## src/rtl/cfg_reload_pkg.sv

```systemverilog
package cfg_reload_pkg;
   localparam int WORD_W = 32;

   localparam logic [WORD_W-1:0] W_DUMMY  = 32'hFFFF_FFFF;
   localparam logic [WORD_W-1:0] W_SYNC   = 32'hAA99_5566;
   localparam logic [WORD_W-1:0] W_NOOP   = 32'h2000_0000;

   localparam logic [4:0]  REG_CMD    = 5'h04;
   localparam logic [4:0]  REG_BOOTAD = 5'h10;
   localparam logic [WORD_W-1:0] CODE_REPROG = 32'h0000_000F;

   // logical step numbers of the full (alternate) sequence
   localparam int STEP_BOOT_HDR = 3;
   localparam int STEP_BOOT_DAT = 4;
   localparam int STEP_CMD_HDR  = 5;
   localparam int STEP_CMD_DAT  = 6;
   localparam int PREAMBLE_LEN  = 3;
   localparam int BOOT_LEN      = 2;
   localparam int CMD_LEN       = 2;

   function automatic logic [WORD_W-1:0] wr_hdr(input logic [4:0] regad);
      logic [WORD_W-1:0] h;
      h          = '0;
      h[31:29]   = 3'b001;
      h[28:27]   = 2'b10;
      h[17:13]   = regad;
      h[10:0]    = 11'd1;
      return h;
   endfunction
endpackage

```

## src/rtl/cfg_trig_edge.sv

```systemverilog
module cfg_trig_edge #(
   parameter bit PULSE_REG = 1'b0
) (
   input  logic clk,
   input  logic rst,
   input  logic lvl,
   output logic pulse
);
   logic lvl_q;
   logic rise;

   always_ff @(posedge clk) begin
      if (rst) lvl_q <= 1'b0;
      else     lvl_q <= lvl;
   end

   assign rise = lvl & ~lvl_q;

   generate
      if (PULSE_REG) begin : g_reg
         logic pulse_q;
         always_ff @(posedge clk) begin
            if (rst) pulse_q <= 1'b0;
            else     pulse_q <= rise;
         end
         assign pulse = pulse_q;
      end else begin : g_comb
         assign pulse = rise;
      end
   endgenerate
endmodule

```

## src/rtl/cfg_seq_ctrl.sv

```systemverilog
module cfg_seq_ctrl
   import cfg_reload_pkg::*;
#(
   parameter int TRAIL_NOPS = 2,
   parameter int ADDR_W     = 32,
   parameter int IDX_W      = 4
) (
   input  logic              clk,
   input  logic              rst,
   input  logic              start,
   input  logic              alt_in,
   input  logic [ADDR_W-1:0] addr_in,
   output logic              active,
   output logic [IDX_W-1:0]  idx,
   output logic              alt_q,
   output logic [ADDR_W-1:0] addr_q
);
   localparam int LEN_PLAIN = PREAMBLE_LEN + CMD_LEN + TRAIL_NOPS;
   localparam int LEN_ALT   = LEN_PLAIN + BOOT_LEN;
   localparam logic [IDX_W-1:0] LAST_PLAIN = IDX_W'(LEN_PLAIN - 1);
   localparam logic [IDX_W-1:0] LAST_ALT   = IDX_W'(LEN_ALT - 1);

   generate
      if ((1 << IDX_W) < LEN_ALT) begin : g_bad_idx
         $error("cfg_seq_ctrl: IDX_W too narrow for the sequence length");
      end
   endgenerate

   logic last;
   assign last = alt_q ? (idx == LAST_ALT) : (idx == LAST_PLAIN);

   always_ff @(posedge clk) begin
      if (rst) begin
         active <= 1'b0;
         idx    <= '0;
         alt_q  <= 1'b0;
         addr_q <= '0;
      end else if (!active) begin
         if (start) begin
            active <= 1'b1;
            idx    <= '0;
            alt_q  <= alt_in;
            addr_q <= addr_in;
         end
      end else if (last) begin
         active <= 1'b0;
         idx    <= '0;
      end else begin
         idx <= idx + 1'b1;
      end
   end
endmodule

```

## src/rtl/cfg_word_gen.sv

```systemverilog
module cfg_word_gen
   import cfg_reload_pkg::*;
#(
   parameter int IDX_W = 4
) (
   input  logic [IDX_W-1:0]  idx,
   input  logic              alt,
   input  logic [WORD_W-1:0] addr,
   output logic [WORD_W-1:0] word
);
   localparam logic [IDX_W:0] SKIP = (IDX_W+1)'(BOOT_LEN);
   localparam logic [IDX_W:0] PRE  = (IDX_W+1)'(PREAMBLE_LEN);

   logic [IDX_W:0] step;

   always_comb begin
      step = {1'b0, idx};
      if (!alt && step >= PRE) step = step + SKIP;
   end

   always_comb begin
      case (step)
         (IDX_W+1)'(0):             word = W_DUMMY;
         (IDX_W+1)'(1):             word = W_SYNC;
         (IDX_W+1)'(2):             word = W_NOOP;
         (IDX_W+1)'(STEP_BOOT_HDR): word = wr_hdr(REG_BOOTAD);
         (IDX_W+1)'(STEP_BOOT_DAT): word = addr;
         (IDX_W+1)'(STEP_CMD_HDR):  word = wr_hdr(REG_CMD);
         (IDX_W+1)'(STEP_CMD_DAT):  word = CODE_REPROG;
         default:                   word = W_NOOP;
      endcase
   end
endmodule

```

## src/rtl/cfg_reload_seq.sv

```systemverilog
module cfg_reload_seq
   import cfg_reload_pkg::*;
#(
   parameter int TRAIL_NOPS = 2,
   parameter bit IDLE_ZERO  = 1'b1
) (
   input  logic              clk,
   input  logic              rst,
   input  logic              trig,
   input  logic              sel,
   input  logic [31:0]       alt_addr,
   output logic [31:0]       cfg_data,
   output logic              cfg_ce_n,
   output logic              cfg_wr_n,
   output logic              busy
);
   localparam int MAX_LEN = PREAMBLE_LEN + BOOT_LEN + CMD_LEN + TRAIL_NOPS;
   localparam int IDX_W   = $clog2(MAX_LEN);

   generate
      if (TRAIL_NOPS < 1) begin : g_bad_trail
         $error("cfg_reload_seq: TRAIL_NOPS must be at least 1");
      end
   endgenerate

   logic              start;
   logic              active;
   logic [IDX_W-1:0]  idx;
   logic              alt_q;
   logic [WORD_W-1:0] addr_q;
   logic [WORD_W-1:0] word;

   cfg_trig_edge #(.PULSE_REG(1'b0)) u_edge (
      .clk   (clk),
      .rst   (rst),
      .lvl   (trig),
      .pulse (start)
   );

   cfg_seq_ctrl #(
      .TRAIL_NOPS (TRAIL_NOPS),
      .ADDR_W     (WORD_W),
      .IDX_W      (IDX_W)
   ) u_ctrl (
      .clk     (clk),
      .rst     (rst),
      .start   (start),
      .alt_in  (sel),
      .addr_in (alt_addr),
      .active  (active),
      .idx     (idx),
      .alt_q   (alt_q),
      .addr_q  (addr_q)
   );

   cfg_word_gen #(.IDX_W(IDX_W)) u_gen (
      .idx  (idx),
      .alt  (alt_q),
      .addr (addr_q),
      .word (word)
   );

   generate
      if (IDLE_ZERO) begin : g_gate
         assign cfg_data = active ? word : '0;
      end else begin : g_pass
         assign cfg_data = word;
      end
   endgenerate

   assign cfg_ce_n = ~active;
   assign cfg_wr_n = ~active;
   assign busy     = active;
endmodule

```

## config.mk

```make
export PLATFORM = sky130hd
export DESIGN_NAME = cfg_reload_seq
export DESIGN_NICKNAME = d
export VERILOG_FILES = /design/src/rtl/cfg_reload_pkg.sv /design/src/rtl/cfg_trig_edge.sv /design/src/rtl/cfg_seq_ctrl.sv /design/src/rtl/cfg_word_gen.sv /design/src/rtl/cfg_reload_seq.sv
export SDC_FILE = /design/constraint.sdc
export NUM_CORES = 1
export LEC_CHECK = 0
export ABC_AREA = 1
export BUFFER_PORTS_ARGS = -buffer_cell sky130_fd_sc_hd__buf_4
export CORE_UTILIZATION = 35
export CTS_BUF_LIST = sky130_fd_sc_hd__clkbuf_2
export DETAILED_ROUTE_END_ITERATION = 6
export GPL_ROUTABILITY_DRIVEN = 0
export PLACE_DENSITY = 0.68
export SYNTH_ARGS = -nofsm -noshare
export SYNTH_HDL_FRONTEND = slang
export SYNTH_SLANG_ARGS = --single-unit
```

## constraint.sdc

```tcl
create_clock -name clk -period 4.6 [get_ports clk]
set_clock_uncertainty 0.2 [all_clocks]
set_input_delay 0.69 -clock clk [delete_from_list [all_inputs] [get_ports clk]]
set_output_delay 0.69 -clock clk [all_outputs]
set_load 0.01 [all_outputs]
```

After elaboration in Yosys (flattened, before gate mapping)

Cells that the tools add are included.

Div/mod/pow operators: 0
Shift-type cells: 0
Magnitude comparators: 1
Bitwise operators: 3
Reductions and logical operators: 5
Equal/unequal tests: 7
Multiplexer cells: 10
Multipliers: 0
Add/sub/neg operators: 2

Operator list:

| operator                                                                             | count |
|---|---|
| 32-bit one-hot mux with 6 select lines                                               | 1 |
| 32-bit two-way mux                                                                   | 1 |
| 5-bit by 3-bit equality test with 1-bit output (second input constant)               | 3 |
| 4-bit two-way mux                                                                    | 3 |
| 4-bit by 2-bit adder with 5-bit output (second input constant)                       | 1 |
| 5-bit by 1-bit equality test with 1-bit output (second input constant)               | 1 |
| 5-bit by 2-bit equality test with 1-bit output (second input constant)               | 1 |
| 5-bit logical NOT                                                                    | 1 |
| 5-bit two-way mux                                                                    | 1 |
| 4-bit by 1-bit adder with 4-bit output (second input constant)                       | 1 |
| 4-bit by 3-bit equality test with 1-bit output (second input constant)               | 1 |
| 4-bit equality test (second input constant)                                          | 1 |
| 4-bit by 2-bit greater-or-equal comparator with 1-bit output (second input constant) | 1 |
| 1-bit two-way mux                                                                    | 4 |
| 1-bit NOT                                                                            | 2 |
| 2-bit AND reduction                                                                  | 1 |
| 2-bit nonzero test                                                                   | 1 |
| 1-bit AND                                                                            | 1 |
| 1-bit logical AND                                                                    | 1 |
| 1-bit logical NOT                                                                    | 1 |

Latch bits: 0
Bits of input ports: 36
Word-level logic and storage cells: 33
Register bits after elaboration: 39
Output and inout bits: 35
RAM bits: 0
Memories: 0
Memory bits (read-only): 0

Depth between registers and ports, before layout

Gate-level depths: netlist (run 1).

Depth in word-level cells: 6
Depth in mapped cells: 12
Mapped depth without buffers: 11

By module

Synthesis (run 1) repeated with hierarchy kept, for this count alone.

Cells, all modules: 366
Area total of the unflattened synthesis: 2283.4 um2

Modules (own cells, without submodules):

| module         | instances | area an instance (um2) | sequential area each (um2) | cells an instance |
|---|---|---|---|---|
| cfg_seq_ctrl   | 1         | 1410.1                 | 760.7                      | 182 |
| cfg_word_gen   | 1         | 516.7                  | 0.0                        | 110 |
| cfg_reload_seq | 1         | 325.3                  | 0.0                        | 70 |
| cfg_trig_edge  | 1         | 31.3                   | 20.0                       | 4 |

Worst setup path after synthesis (run 1)

Ideal clock, no wire load.

Path type: reg-to-output
Start: register u_ctrl.idx[2]
End: output cfg_data[11]
Stages on the path, launching flop included: 11
Data required time: 3710 ps
Arrival: 1596 ps
Slack: 2114 ps
Buffers on the path: 1
Cells stage by stage: dfxtp_1 ha_1 inv_1 nand2_1 nand2_1 nand3_2 nand2_2 nor2_2 nand3_2 buf_2 a21oi_2

Word-level cells in the longest chain between the ends: 6
Elaborated cells on any way between the ends: 12
Classes of those cells: add/sub (1); order compare (1); eq/ne (5); mux (3); reduce/logical (2)

Ends and longest elaborated chain:

| item                                                                         | line                 | source |
|---|---|---|
| start, declared                                                              | cfg_seq_ctrl.sv:14   | `output logic [IDX_W-1:0] idx,` |
| start signal, assigned                                                       | cfg_seq_ctrl.sv:49   | `idx <= idx + 1'b1;` |
| 4-bit by 2-bit greater-or-equal comparator with 1-bit output                 | cfg_word_gen.sv:18   | `if (!alt && step >= PRE) step = step + SKIP;` |
| 1-bit logical AND                                                            | cfg_word_gen.sv:18   |  |
| 5-bit two-way mux (*)                                                        | cfg_word_gen.sv:18   |  |
| 5-bit by 3-bit equality test with 1-bit output, or another cell as far along | cfg_word_gen.sv:22   | `case (step)` |
| 32-bit one-hot mux with 6 select lines (*)                                   | cfg_word_gen.sv:22   |  |
| 32-bit two-way mux (*)                                                       | cfg_reload_seq.sv:65 | `assign cfg_data = active ? word : '0;` |
| end, declared                                                                | cfg_reload_seq.sv:12 | `output logic [31:0] cfg_data,` |

Every way passes the cells marked *; elsewhere a longest branch is shown, timed or not.

Worst setup path in the final report (run 1)

Start: register u_ctrl.idx[1]
End: output cfg_data[2]

The elaborated chain is that of the path after synthesis.

==> qor.csv, run 1 <==
stage,metric,value,unit
outcome,status,finished clean,
min_path,min_path_cells,2,
clock_tree,cts.sinks,39,
floorplanning,start_util,0.370,
clock_tree,htree_levels,2,
power,p_leak,1.15,nW
routing,vias,2209,
synthesis,synth_nets,344,
synthesis,syn_avg_cell_area,7.32,um2
layout,post-route-cell-area,2760,um2
synthesis,ys_seq_elements,39,
critical_path,worstPathRequired,3.71,ns
critical_path,setup.worst_path.class,register to output port,
sta,final_hold_viol_count,0,
min_path,min_path_type,register to register,
synthesis,yosys_warnings,0,
routing,drc_errors,0,
clock_tree,path_clk_slew,0.20,ns
global_routing,grt_max_degree,60,
critical_path,worst_ep_arrival_time,2.66,ns
sta,setup_tns,0,ns
sta,tightest_slew,1.13,ns
global_routing,grt.busiest_layer,met2,
clock_tree,hold_buffers,0,
synthesis,ys_seq_area_frac,0.349,
placed_design,io_buffers,70,
placed_design,placed_area,2720,um2
clock_tree,cts_root_buf,clkbuf_2,
synthesis,netlist_area,2240,um2
clock_tree,clock_path_buffers,2,
global_routing,grt_pass1_wl,9340,um
clock_tree,cts_tree,yes,
critical_path,path_cells,ha_1 -> inv_1 -> nand2_4 -> nand3_1 -> nand3_1 -> inv_2 -> nand2_1 -> nand2_1 -> nor2_1 -> nor2_1 -> buf_4,
power,powerDensity,258,nW/um2
sta,rsz0062_at_grt,false,
routing,antenna_left,0,
flow_run,maxCapViolations,0,
critical_path,r2r_cells,4,
routing,wl_per_cell,13.4,um
clock_tree,cts_buffers,5,
sta,min_period,3.55,ns
global_routing,antenna_found_initial,0,
clock_tree,insertion_delay,0.39,ns
global_routing,use_met1,0.238,
synthesis,synth_cell_types,25,
synthesis,postSynth.asyncResetShare,0,
critical_path,cp_slowest_stage_delay,0.55,ns
routing,via_per_inst,5.08,
floorplanning,design.die.area,6720,um2
global_routing,grt_use_total,0.180,
critical_path,slowest_stage,nand2_1,
global_routing,grt_pass1_vias,2006,
floorplanning,rows,28,
layout,num-fill-cells,639,
layout,finalNetCount,397,
synthesis,synth_edf_count,0,
layout,num_antenna_cells,0,
critical_path,worst-path-max-fanout,14,
routing,dr.first_iter.drc_count,94,
global_routing,met2_usage,0.290,
critical_path,worstSetupStartpointType,register,
clock_tree,cts_setup_buffers,0,
power,max-vdd-ir-drop,133,uV
floorplanning,core,6060,um2
layout,area_growth,23.3,%
synthesis,ys.flop_type,dfxtp_1,
floorplanning,io_pins,71,
layout,layout-drive-gt1-share,0.381,
sta,fmax,282,MHz
floorplanning,die_h,82.0,um
global_routing,grt_overflow,0,
routing,routed_wl,5810,um
global_routing,grtUsageMet3,0.0400,
placed_design,place_hpwl,3820,um
floorplanning,die_w,82.0,um
sta,slew_headroom,0.247,
critical_path,worstSetupEndpointType,output port,
sta,setup_viol,0,
routing,first_pass_iters,4,
synthesis,syn_inst,306,
sta,period_share,0.771,
clock_tree,cts-resized-gates,0,
sta,slew_viol_final,0,
-- path summary, 6_finish.rpt --
path | start | end | slack, ns
worst max register to register | u_ctrl.active | u_ctrl.addr_q[17] | 2.32
worst min-delay path | u_ctrl.addr_q[5] | u_ctrl.addr_q[5] | 0.28
worst max-delay path | u_ctrl.idx[1] | cfg_data[2] | 1.05
worst min register to register | u_ctrl.addr_q[5] | u_ctrl.addr_q[5] | 0.28
-- cell usage in the layout (no fill, tap or decap) --
cell type | Yosys | routed
buf_4 | 2 | 71
nand2_1 | 54 | 54
dfxtp_1 | 39 | 39
a21oi_1 | 38 | 38
nand4_1 | 29 | 29
nor2_1 | 25 | 25
nand2_2 | 24 | 24
a21oi_2 | 20 | 20
inv_1 | 15 | 14
nand3_1 | 8 | 8
a211oi_1 | 7 | 7
inv_2 | 5 | 6
clkbuf_2 | 0 | 6
o21ai_0 | 4 | 4
nor2_4 | 3 | 3
nand3_2 | 3 | 3
nand2_4 | 2 | 2
ha_1 | 2 | 2
clkinv_1 | 0 | 2
clkinv_4 | 1 | 1
nor2_2 | 1 | 1
xor2_1 | 1 | 1
-- sequential cells by signal, summed over array words and instances (netlist names) --
signal and count:
u_ctrl.active 1, u_ctrl.addr_q 32, u_ctrl.alt_q 1, u_ctrl.idx 4, u_edge.lvl_q 1
-- layout make-up --
class | count | area, um2 | share of cell area
Clock buffer | 6 | 30.0 | 0.0109
Sequential cell | 39 | 781 | 0.283
Timing Repair Buffer | 71 | 533 | 0.193
Inverter | 21 | 83.8 | 0.0304
Tap cell | 75 | 93.8 | 0.0340
Multi-Input combinational cell | 221 | 1230 | 0.446
Clock inverter | 2 | 7.51 | 0.00272
-- critical path: cells and delay by family (launching register included) --
| kind | cells | cell delay, ns |
|---|---|---|
| simple gates | 7 | 1.26 |
| flops | 1 | 0.48 |
| buf+inv | 3 | 0.31 |
| fa+ha+maj | 1 | 0.23 |
-- report_power, final --
part | internal (mW) | total, mW | switching, mW
clock | 0.0366 | 0.146 | 0.109
sequential | 0.359 | 0.373 | 0.0135
combinational | 0.0852 | 0.192 | 0.107
-- cell usage after synthesis, types with 2 or more instances --
library cell / number / area (um2)
nand3_2: 3 / 30.0
a21oi_2: 20 / 175
inv_2: 5 / 18.8
buf_12: 2 / 40.0
inv_1: 15 / 56.3
nand2_1: 54 / 203
nand2_2: 24 / 150
nand2_4: 2 / 22.5
o21ai_0: 4 / 20.0
ha_1: 2 / 25.0
a21oi_1: 38 / 190
nor2_1: 25 / 93.8
clkbuf_1: 17 / 63.8
a211oi_1: 7 / 52.6
buf_1: 2 / 7.51
nand3_1: 8 / 40.0
nand4_1: 29 / 181
buf_4: 2 / 15.0
dfxtp_1: 39 / 781
nor2_4: 3 / 33.8
-- metrics by stage --
step | power [mW] | hold WS, ns | setup slack (ns) | utilization | std cells
floorplan | 0.487 | 0.240 | 2.11 | - | 306
global route | 0.757 | 0.307 | 0.757 | 0.456 | 435
detailed placement | 0.574 | 0.255 | 1.49 | 0.449 | 427
CTS | 0.719 | 0.281 | 1.04 | 0.456 | 435
global placement | 0.572 | 0.249 | 1.56 | 0.449 | 427
finish | 0.711 | 0.279 | 1.05 | 0.456 | 435
-- logic make-up after synthesis --
family | count (synthesis) | share of synthesized area
AND/OR/NAND/NOR | 149 | 0.340
buffers and inverters | 46 | 0.101
XOR/XNOR | 1 | 0.00391
AO/OA/AOI/OAI | 69 | 0.196
flip-flops | 39 | 0.349
adder cells (fa/ha/maj) | 2 | 0.0112
-- metal layers --
layer | vias to the layer above | share of wire
li1 | 1132 | -
met1 | 1009 | 0.47
met2 | 60 | 0.46
met3 | 8 | 0.061
met4 | 0 | 0.011
met5 | - | 0
Note: power is estimated with default switching activity, not from simulation.
==> run 2: changes to the inputs <==
==> constraint.sdc (replaced) <==
create_clock -name clk -period 3.7 [get_ports clk]
set_clock_uncertainty 0.2 [all_clocks]
set_input_delay 0.555 -clock clk [delete_from_list [all_inputs] [get_ports clk]]
set_output_delay 0.555 -clock clk [all_outputs]
set_load 0.01 [all_outputs]
==> run 2 against run 1 <==
Routed wire length up 0.74%; sequential share of layout area down 0.15 points; critical endpoint is now cfg_data[0]; sequential power up 24%; clock-buffer cell count unchanged; worst setup slack worse by 0.65 ns; design area up 0.54%.
==> qor.csv, run 2 (synthesis results as in run 1) <==
stage,metric,value,unit,change
min_path,hold-path-endpoint,u_ctrl.addr_q[23],,
layout,num_antenna_cells,0,,unchanged
clock_tree,cts.sinks,39,,unchanged
clock_tree,cts_buffers,5,,unchanged
floorplanning,die_h,82.0,um,unchanged
layout,top_register,u_ctrl.addr_q,,
routing,via_per_inst,5.14,,+1.2%
layout,area_growth,24.0,%,
critical_path,cp_slowest_stage_delay,0.53,ns,-0.02 ns
layout,reg_top3,"u_ctrl.addr_q: 32 flops, u_ctrl.idx: 4 flops",,
clock_tree,path_clk_slew,0.20,ns,about the same
routing,dr.first_iter.drc_count,112,,+19%
placed_design,placed_area,2740,um2,+0.55%
critical_path,worst_ep_arrival_time,2.54,ns,-0.12 ns
layout,instances_no_fill,437,,+0.46%
power,power_frac_comb,0.270,,about the same
floorplanning,die_w,82.0,um,unchanged
critical_path,worst-path-buf-inv,2,,-1
clock_tree,insertion_delay,0.39,ns,about the same
layout,num-fill-cells,645,,+0.94%
clock_tree,htree_levels,2,,unchanged
flow_run,maxCapViolations,0,,unchanged
layout,finalNetCount,399,,+0.50%
routing,wl_per_cell,13.4,um,+0.28%
min_path,min_path_type,primary input to register,,
critical_path,slowest_stage,dfxtp_1,,
routing,vias,2246,,+1.7%
routing,routed_wl,5860,um,+0.74%
sta,fmax,303,MHz,
sta,min_period,3.30,ns,
min_path,min_from,alt_addr[23],,
clock_tree,cts_tree,yes,,
power,p_sw,0.285,mW,+24%
global_routing,grt_max_degree,42,,-30%
power,swShare,0.323,,-0.000925
critical_path,r2r_cells,6,,+2
layout,layout_commonest_cell,buf_4,,
outcome,status,finished clean,,
floorplanning,io_pins,71,,unchanged
routing,antenna_left,0,,unchanged
sta,tightest_slew,0.554,ns,-0.574 ns
routing,drc_errors,0,,unchanged
critical_path,path_cells,ha_1 -> inv_1 -> nand2_1 -> nand2_1 -> nand3_2 -> nand2_2 -> nor2_2 -> nand3_2 -> nand3_1 -> nor2_1 -> nor2_1 -> buf_4,,
power,p_clk_frac,0.205,,about the same
global_routing,grt_pass1_wl,9460,um,+1.3%
sta,final_hold_viol_count,0,,unchanged
layout,multi_input_area,1230,um2,unchanged
min_path,min_path_cells,3,,+1
global_routing,grt_use_total,0.181,,+0.000783
placed_design,io_buffers,70,,unchanged
clock_tree,clock_path_buffers,2,,unchanged
critical_path,worstPathRequired,2.94,ns,-0.77 ns
floorplanning,rows,28,,unchanged
sta,period_share,0.892,,
clock_tree,cts-resized-gates,0,,unchanged
critical_path,setup.worst_path.class,register to output port,,
layout,post-route-cell-area,2780,um2,+0.54%
sta,rsz0062_at_grt,false,,
layout,post-route-util,0.458,,+0.00248
clock_tree,cts_setup_buffers,0,,unchanged
floorplanning,core,6060,um2,unchanged
power,internal_power,0.598,mW,+24%
critical_path,worstSetupEndpointType,output port,,
placed_design,placed_cells,429,,+0.47%
sta,setup_viol,0,,unchanged
power,p_seq_frac,0.525,,about the same
power,powerDensity,318,nW/um2,+24%
floorplanning,start_util,0.370,,unchanged
critical_path,worst-path-max-fanout,15,,+1
critical_path,worstSetupStartpointType,register,,
critical_path,rr_endpoint,u_ctrl.addr_q[15],,
floorplanning,design.die.area,6720,um2,unchanged
sta,slew_viol_final,0,,unchanged
power,max-vdd-ir-drop,147,uV,+10%
placed_design,place_hpwl,3960,um,+3.6%
critical_path,timing.rr.start,u_ctrl.active,,
layout,layout-drive-gt1-share,0.384,,+0.00342
global_routing,antenna_found_initial,0,,unchanged
routing,first_pass_iters,4,,unchanged
layout,ff_latch_area,781,um2,unchanged
clock_tree,cts_root_buf,clkbuf_2,,
clock_tree,hold_buffers,0,,unchanged
layout,final_cell_mix,"buf_4, nand2_1, dfxtp_1, a21oi_1, nand4_1",,
power,p_leak,1.16,nW,+0.86%
critical_path,r2r_slack,1.43,ns,-0.89 ns
layout,largest_reg_flops,32,,unchanged
global_routing,grt_pass1_vias,2128,,+6.1%
sta,slew_headroom,0.630,,+0.383
power,power,0.883,mW,+24%
global_routing,grt_overflow,0,,unchanged
sta,setup_tns,0,ns,unchanged
critical_path,critical-path-top-delay-family,simple AND/OR/NAND/NOR gates,,
==> run 2: cell types whose count changed in the layout (fill, tap and decap cells not counted), sizes merged <==
cell and change:
buf +2
==> run 2: final cells by class <==
cell class / count / area share
Inverter: 21 / 0.0302
Sequential cell: 39 / 0.281
Timing Repair Buffer: 73 / 0.197
Multi-Input combinational cell: 221 / 0.444
Clock buffer: 6 / 0.0108
Clock inverter: 2 / 0.00270
Tap cell: 75 / 0.0338
==> run 2: through the flow <==
| stage | setup slack (ns) | hold WS [ns] |
|---|---|---|
| global placement | 0.936 | 0.248 |
| CTS | 0.360 | 0.199 |
| finish | 0.400 | 0.226 |
| detailed placement | 0.860 | 0.256 |
| floorplan | 1.35 | 0.240 |
| global route | 0.140 | 0.197 |
==> run 2: worst max-delay path by stage <==
| stage | depth (start not counted) | slack [ns] | end | startpoint |
|---|---|---|---|---|
| after floorplan | 10 | 1.35 | cfg_data[11] | u_ctrl.idx[2] |
| after global placement | 11 | 0.94 | cfg_data[19] | u_ctrl.idx[2] |
| after detailed placement | 12 | 0.86 | cfg_data[0] | u_ctrl.idx[2] |
| after CTS | 12 | 0.36 | cfg_data[0] | u_ctrl.idx[2] |
| after global routing | 12 | 0.14 | cfg_data[0] | u_ctrl.idx[2] |
| final | 12 | 0.40 | cfg_data[0] | u_ctrl.idx[2] |
==> run 2: power groups by stage <==
stage          sequential, mW  clock [mW]  combinational (mW)
2_1_floorplan           0.469           0               0.136
4_1_cts                 0.464       0.191               0.242
5_1_grt                 0.468       0.208               0.263
3_5_place_dp            0.472           0               0.241
6_report                0.464       0.181               0.239
3_3_place_gp            0.472           0               0.239
==> run 2: routing by layer <==
metal	wire, um	vias to the layer above	track usage	share of wire
li1	-	1135	-	-
met1	2540	1021	0.228	0.43
met2	2820	81	0.304	0.48
met3	424	9	0.0444	0.072
met4	65	0	0.0491	0.011
met5	0	-	0	0
==> run 2: tightest hold or removal path, cell delays in order <==
cell and delay (ns):
buf_4 0.11, nand4_1 0.08, a21oi_1 0.06
